[config.mk]
export PLATFORM = sky130hd
export DESIGN_NAME = vsfd_top
export DESIGN_NICKNAME = d
export VERILOG_FILES = /design/src/rtl/vsfd_pkg.sv /design/src/rtl/vsfd_lowtime.sv /design/src/rtl/vsfd_vfield.sv /design/src/rtl/vsfd_lossmon.sv /design/src/rtl/vsfd_top.sv
export SDC_FILE = /design/constraint.sdc
export NUM_CORES = 1
export LEC_CHECK = 0
export ABC_AREA = 1
export BUFFER_PORTS_ARGS = -buffer_cell sky130_fd_sc_hd__buf_2
export CORE_ASPECT_RATIO = 1.1
export CORE_MARGIN = 2
export CORE_UTILIZATION = 52
export CTS_BUF_LIST = sky130_fd_sc_hd__clkbuf_16
export DETAILED_ROUTE_END_ITERATION = 8
export GPL_ROUTABILITY_DRIVEN = 1
export PLACE_DENSITY = 0.84
export SLEW_MARGIN = 20
export SYNTH_ARGS = -nofsm -noshare
export SYNTH_HDL_FRONTEND = slang
export SYNTH_HIERARCHICAL = 1
export SYNTH_SLANG_ARGS = --single-unit
export TNS_END_PERCENT = 5
[constraint.sdc]
create_clock -name clk -period 1.8 [get_ports clk]
set_input_delay 0.27 -clock clk [delete_from_list [all_inputs] [get_ports clk]]
set_output_delay 0.27 -clock clk [all_outputs]
set_load 0.01 [all_outputs]
[src/rtl/vsfd_pkg.sv]
package vsfd_pkg;
  localparam int DEF_HOLD_LINES = 3;
  localparam int DEF_WIN_LINES  = 337;
  localparam int DEF_FR_525     = 263;
  localparam int DEF_FR_625     = 313;

  typedef enum logic {
    PAR_ODD  = 1'b0,
    PAR_EVEN = 1'b1
  } parity_e;

  function automatic logic [1:0] sat_inc2(input logic [1:0] v);
    return (v == 2'b11) ? v : v + 2'd1;
  endfunction
endpackage

[src/rtl/vsfd_lowtime.sv]
module vsfd_lowtime #(
  parameter int CW = 10
) (
  input  logic          clk,
  input  logic          rst,
  input  logic          sync_n,
  input  logic [CW-1:0] vthresh,
  output logic          exceed
);
  localparam logic [CW-1:0] CMAX = '1;

  logic [CW-1:0] low_q;

  always_ff @(posedge clk) begin
    if (rst) begin
      low_q <= '0;
    end else if (sync_n) begin
      low_q <= '0;
    end else if (low_q != CMAX) begin
      low_q <= low_q + 1'b1;
    end
  end

  assign exceed = (low_q > vthresh);
endmodule

[src/rtl/vsfd_vfield.sv]
module vsfd_vfield
  import vsfd_pkg::*;
#(
  parameter int HW         = 10,
  parameter int HOLD_LINES = DEF_HOLD_LINES,
  parameter int FR_A       = DEF_FR_525,
  parameter int FR_B       = DEF_FR_625
) (
  input  logic          clk,
  input  logic          rst,
  input  logic          exceed,
  input  logic          line_stb,
  input  logic [HW-1:0] hpos,
  input  logic [HW-1:0] half_pos,
  input  logic          std625,
  output logic          det,
  output logic          vsync,
  output logic          field
);
  localparam int FR_MAX = (FR_A > FR_B) ? FR_A : FR_B;
  localparam int LW     = $clog2(FR_MAX + 1);
  localparam int HLW    = $clog2(HOLD_LINES + 1);
  localparam logic [LW-1:0]  LAST_A    = LW'(FR_A - 1);
  localparam logic [LW-1:0]  LAST_B    = LW'(FR_B - 1);
  localparam logic [HLW-1:0] HOLD_LAST = HLW'(HOLD_LINES - 1);

  logic           armed_q;
  logic [HLW-1:0] hold_q;
  logic [LW-1:0]  lines_q;
  logic [LW-1:0]  last_line;
  parity_e        par_now;

  assign det       = armed_q & exceed;
  assign last_line = std625 ? LAST_B : LAST_A;
  assign par_now   = (hpos >= half_pos) ? PAR_EVEN : PAR_ODD;

  always_ff @(posedge clk) begin
    if (rst) begin
      vsync   <= 1'b0;
      field   <= PAR_ODD;
      armed_q <= 1'b1;
      hold_q  <= '0;
      lines_q <= '0;
    end else if (det) begin
      vsync   <= 1'b1;
      field   <= par_now;
      armed_q <= 1'b0;
      hold_q  <= '0;
      lines_q <= '0;
    end else begin
      if (vsync && line_stb) begin
        if (hold_q == HOLD_LAST) begin
          vsync <= 1'b0;
        end else begin
          hold_q <= hold_q + 1'b1;
        end
      end
      if (!vsync && !exceed) begin
        armed_q <= 1'b1;
      end
      if (line_stb) begin
        if (lines_q >= last_line) begin
          lines_q <= '0;
          field   <= ~field;
        end else begin
          lines_q <= lines_q + 1'b1;
        end
      end
    end
  end
endmodule

[src/rtl/vsfd_lossmon.sv]
module vsfd_lossmon
  import vsfd_pkg::*;
#(
  parameter int WIN_LINES = DEF_WIN_LINES
) (
  input  logic clk,
  input  logic rst,
  input  logic det,
  input  logic line_stb,
  input  logic tol3,
  output logic lost,
  output logic reacq
);
  localparam int WW = $clog2(WIN_LINES + 1);
  localparam logic [WW-1:0] WIN_LAST = WW'(WIN_LINES - 1);

  logic [WW-1:0] win_q;
  logic          seen_q;
  logic [1:0]    miss_q;
  logic [1:0]    miss_nx;
  logic [1:0]    need;
  logic          win_end;
  logic          win_miss;
  logic          declare;

  assign win_end  = line_stb && (win_q == WIN_LAST);
  assign win_miss = win_end && !seen_q && !det;
  assign miss_nx  = sat_inc2(miss_q);
  assign need     = tol3 ? 2'd3 : 2'd1;
  assign declare  = win_miss && (miss_nx >= need);

  always_ff @(posedge clk) begin
    if (rst) begin
      win_q  <= '0;
      seen_q <= 1'b0;
      miss_q <= '0;
      lost   <= 1'b0;
      reacq  <= 1'b0;
    end else begin
      reacq <= declare && !lost;
      if (line_stb) begin
        win_q <= win_end ? '0 : win_q + 1'b1;
      end
      if (win_end) begin
        seen_q <= 1'b0;
      end else if (det) begin
        seen_q <= 1'b1;
      end
      if (det) begin
        miss_q <= '0;
        lost   <= 1'b0;
      end else if (win_miss) begin
        miss_q <= miss_nx;
        if (declare) begin
          lost <= 1'b1;
        end
      end else if (win_end) begin
        miss_q <= '0;
      end
    end
  end
endmodule

[src/rtl/vsfd_top.sv]
module vsfd_top
  import vsfd_pkg::*;
#(
  parameter int HW         = 10,
  parameter int CW         = 10,
  parameter int HOLD_LINES = DEF_HOLD_LINES,
  parameter int WIN_LINES  = DEF_WIN_LINES,
  parameter int FR_A       = DEF_FR_525,
  parameter int FR_B       = DEF_FR_625
) (
  input  logic          clk,
  input  logic          rst,
  input  logic          sync_n,
  input  logic          line_stb,
  input  logic [HW-1:0] hpos,
  input  logic [CW-1:0] vthresh,
  input  logic [HW-1:0] half_pos,
  input  logic          tol3,
  input  logic          std625,
  output logic          vsync,
  output logic          field,
  output logic          vs_lost,
  output logic          pll_reacq
);
  logic exceed;
  logic det;

  vsfd_lowtime #(.CW(CW)) u_low (
    .clk     (clk),
    .rst     (rst),
    .sync_n  (sync_n),
    .vthresh (vthresh),
    .exceed  (exceed)
  );

  vsfd_vfield #(
    .HW(HW), .HOLD_LINES(HOLD_LINES), .FR_A(FR_A), .FR_B(FR_B)
  ) u_fld (
    .clk      (clk),
    .rst      (rst),
    .exceed   (exceed),
    .line_stb (line_stb),
    .hpos     (hpos),
    .half_pos (half_pos),
    .std625   (std625),
    .det      (det),
    .vsync    (vsync),
    .field    (field)
  );

  vsfd_lossmon #(.WIN_LINES(WIN_LINES)) u_loss (
    .clk      (clk),
    .rst      (rst),
    .det      (det),
    .line_stb (line_stb),
    .tol3     (tol3),
    .lost     (vs_lost),
    .reacq    (pll_reacq)
  );
endmodule

==> impl_results.md <==
* Status: finished, violations left
* Failing checks: setup timing
* Syn Nets at 437
* Synth Cell Area at 2586 um^2
* CP startpoint kind: register
* Final worst hold slack at 284.1 ps
* DRC violations left at 0
* R2R cell count at 13
* Die Ht at 77.97 um
* WL met1 at 2366 um
* Slew headroom at 68.35%
* Cell taking the most area after synthesis: dfxtp_1
* Final setup violation count at 8
* Clock insertion delay at the later pin of the skew report at 280 ps
* Fin crit share at 106.6%
* Unrepaired setup endpoints after global routing: yes
* Port bufs at 39
* Max stage delay on crit path at 330 ps
* Most Frequent Cell on Critical Path: buf_4
* Largest net degree at the start of global routing at 17
* CP cell instances: ha_4 -> nand2_4 -> nor2_4 -> a21boi_2 -> nor2_2 -> nor2_2 -> nand2_2 -> buf_4 -> buf_4 -> buf_4 -> nand2_1 -> nor2_1 -> nor2_1
* Register bit total from synthesis at 38
* Yosys warnings at 6
* Adder-cell area share of the yosys netlist at 15.00%
* Syn avg cell area at 6.990 um^2
* Clock Tree Buf Depth at 2
* Register area share after synthesis at 29.41%
* Compound-Gate Fraction of Synth Area at 6.918%
* Max-slew violations at 0
* Synth-to-layout area growth at 25.93%
* Dpl hpwl at 3943 um
* Max-cap violations at 0
* Final WS setup at -119.5 ps
* Clock sinks at 38
* Cells after synthesis at 370
* Cells after DPL at 474
* Row cnt at 26
* Synth top cells by count: 89 x nand2_1, 70 x inv_1, 45 x nor2_1
* Peak supply drop at 0.0006321 V
* Leakage dissipation at 1.712 nW
* Die Wd at 71.24 um
* CTS Buf Count at 5
* Async set-reset flop share out of synthesis at 0%
* Remaining global-route overflow at 0
* Die area at 5554 um^2
* CTS Root Buffer Type: clkbuf_16
* Layout cells sized above 1 at 27.21%
* Routed Antenna Nets at 0
* Vias at 2483
* Core Area at 4717 um^2
* Worst Tran Pin Value at 471.1 ps
* Clock edge transition at the registers on the reported setup and hold paths at 50 ps
* Crit. End Element: register
* Top Ports at 40
* Final Cell Area at 3257 um^2
* Wire per inst at 11.66 um
* Final hold violations at 0
* Final Wtd Congestion at 0.8146
* FILL cells at 359
* Post-Synth Simple-Gate Area at 33.96%
* Top layer in use: met4
* Hold Path Class: in -> reg
* Netlist cell types at 32
* Tot GR Track Use at 21.40%
* Non-filler instance count after layout at 486
* TritonCTS clock tree: done
* Fmax at 521.0 MHz
* Primary FF master, synth: dfxtp_1
* Arr. time, crit path at 2140 ps
* Post-layout min period at 1920 ps
* Combinational family with the most area after synthesis: simple AND/OR/NAND/NOR gates
* Cell Area, Placed at 2908 um^2
* Routed WL at 5665 um
* Ant. Diodes at 0
* Routed vias/inst at 5.109
* Most common cell in the synthesized netlist: nand2_1
* CP required at 2020 ps
* Crit path kind: reg -> reg
* Initial DRC Count at 119
* Slowest CP cell: dfxtp_2
* Synth top area share at 29.41%
* Met3 routed wirelength at 216 um
* Final Skew at 4.583 ps
* Hold Crit Depth at 4
* Pwr dens at 582.9 nW/um^2
* WL met2 at 2967 um
* First-pass GRT wire length at 9860 um
* Fin nets at 497
* Post-Place Setup Slack at -283.0 ps
* Multiplexer share of the synthesized area at 0%
* Synth Area in XOR/XNOR at 2.709%
* Hold_buf cts at 0
* H-tree levels at 2
* Number of global-route vias before repair at 2444
* Initial antenna violation count at 0
* Synth top area cells: dfxtp_1 29%, ha_1 15%, nand2_1 13%
* Initial Util at 54.83%
* Pre-antenna DRT Iters at 4
* CP Max Fanout at 3
* Post-synth EDFFs at 0
==> routing by layer <==
metal	up-vias	GRT usage (%)
met1	1131	24.34
li1	1276	-
met2	63	38.98
met4	0	6.415
met3	13	5.065
met5	-	0
==> sequential cells by signal, indices dropped and copies added, names as in the netlist <==
| register | cells |
|---|---|
| u_low/low_q | 10 |
| u_fld/lines_q | 9 |
| u_loss/win_q | 9 |
| u_fld/hold_q | 2 |
| u_loss/miss_q | 2 |
| u_fld/armed_q | 1 |
| u_fld/field | 1 |
| u_fld/vsync | 1 |
| u_loss/lost | 1 |
| u_loss/reacq | 1 |
| u_loss/seen_q | 1 |
==> report_power, final <==
part           leakage [nW]  switching, W  internal, W
registers             0.311     0.0000117     0.000853
logic                  1.33      0.000128     0.000103
clock network        0.0723      0.000309     0.000494
==> cells by family (layout without fill, tap and decap cells) <==
group	Yosys count	in the layout
simple gates	185	186
buf+inv	76	135
flops	38	38
compound gates	32	32
fa+ha+maj	31	31
xor+xnor	8	8
==> layout by cell type, fill, tap and decap left out, types with 5 or more instances in the layout <==
master | netlist | final
a31oi_1 | 5 | 5
buf_2 | 0 | 39
xor2_1 | 5 | 5
buf_4 | 0 | 16
a21oi_1 | 17 | 16
nor2_1 | 45 | 38
ha_4 | 0 | 6
inv_1 | 70 | 70
nand3_1 | 14 | 13
nor2_4 | 2 | 5
dfxtp_1 | 38 | 31
dfxtp_2 | 0 | 7
ha_1 | 31 | 25
nor2_2 | 3 | 7
nand4_1 | 5 | 5
nand2_2 | 3 | 8
nand2_1 | 89 | 83
nor3_1 | 7 | 5
clkbuf_16 | 0 | 5
==> path summary, 6_finish.rpt <==
| check | slack (ps) | end | from |
|---|---|---|---|
| hold reg to reg | 480 | u_loss/lost | u_loss/lost |
| setup reg to reg | -120 | u_fld/field | u_low/low_q[9] |
| hold / removal | 280 | u_low/low_q[9] | sync_n |
| setup / recovery | -120 | u_fld/field | u_low/low_q[9] |
==> layout make-up <==
| cell class | count | area, um^2 | area share [%] |
|---|---|---|---|
| Timing Repair Buffer | 55 | 315.3 | 9.681 |
| Inverter | 73 | 276.5 | 8.490 |
| Sequential cell | 38 | 769.5 | 23.63 |
| Tap cell | 56 | 70.07 | 2.151 |
| Clock inverter | 2 | 7.507 | 0.2305 |
| Multi-Input combinational cell | 257 | 1693 | 51.98 |
| Clock buffer | 5 | 125.1 | 3.842 |
==> critical path: cells and delay by family (launching register included) <==
family,cells,cell delay [ps]
buffers and inverters,3,390
AOI/OAI and AO/OA,1,190
and+or+nand+nor,8,680
DFF,1,330
adders and majority gates,1,270
==> metrics by stage <==
| stage | total power, W | utilization, % | TNS (ps) |
|---|---|---|---|
| detailed placement | 0.001079 | 61.64 | -3654 |
| global route | 0.001976 | 69.05 | -1755 |
| CTS | 0.001884 | 66.50 | -288.5 |
| finish | 0.001899 | 69.05 | -456.9 |
| floorplan | 0.001010 | - | 0 |
| global placement | 0.001070 | 61.64 | -1605 |
==> what timing repair did <==
item	4_1_cts	5_1_grt
pin swaps	15	13
setup buffers	2	2
gates cloned	1	0
endpoints found under the setup margin	17	18
gates resized for setup	19	23
Power figures use the tool's default switching activity.
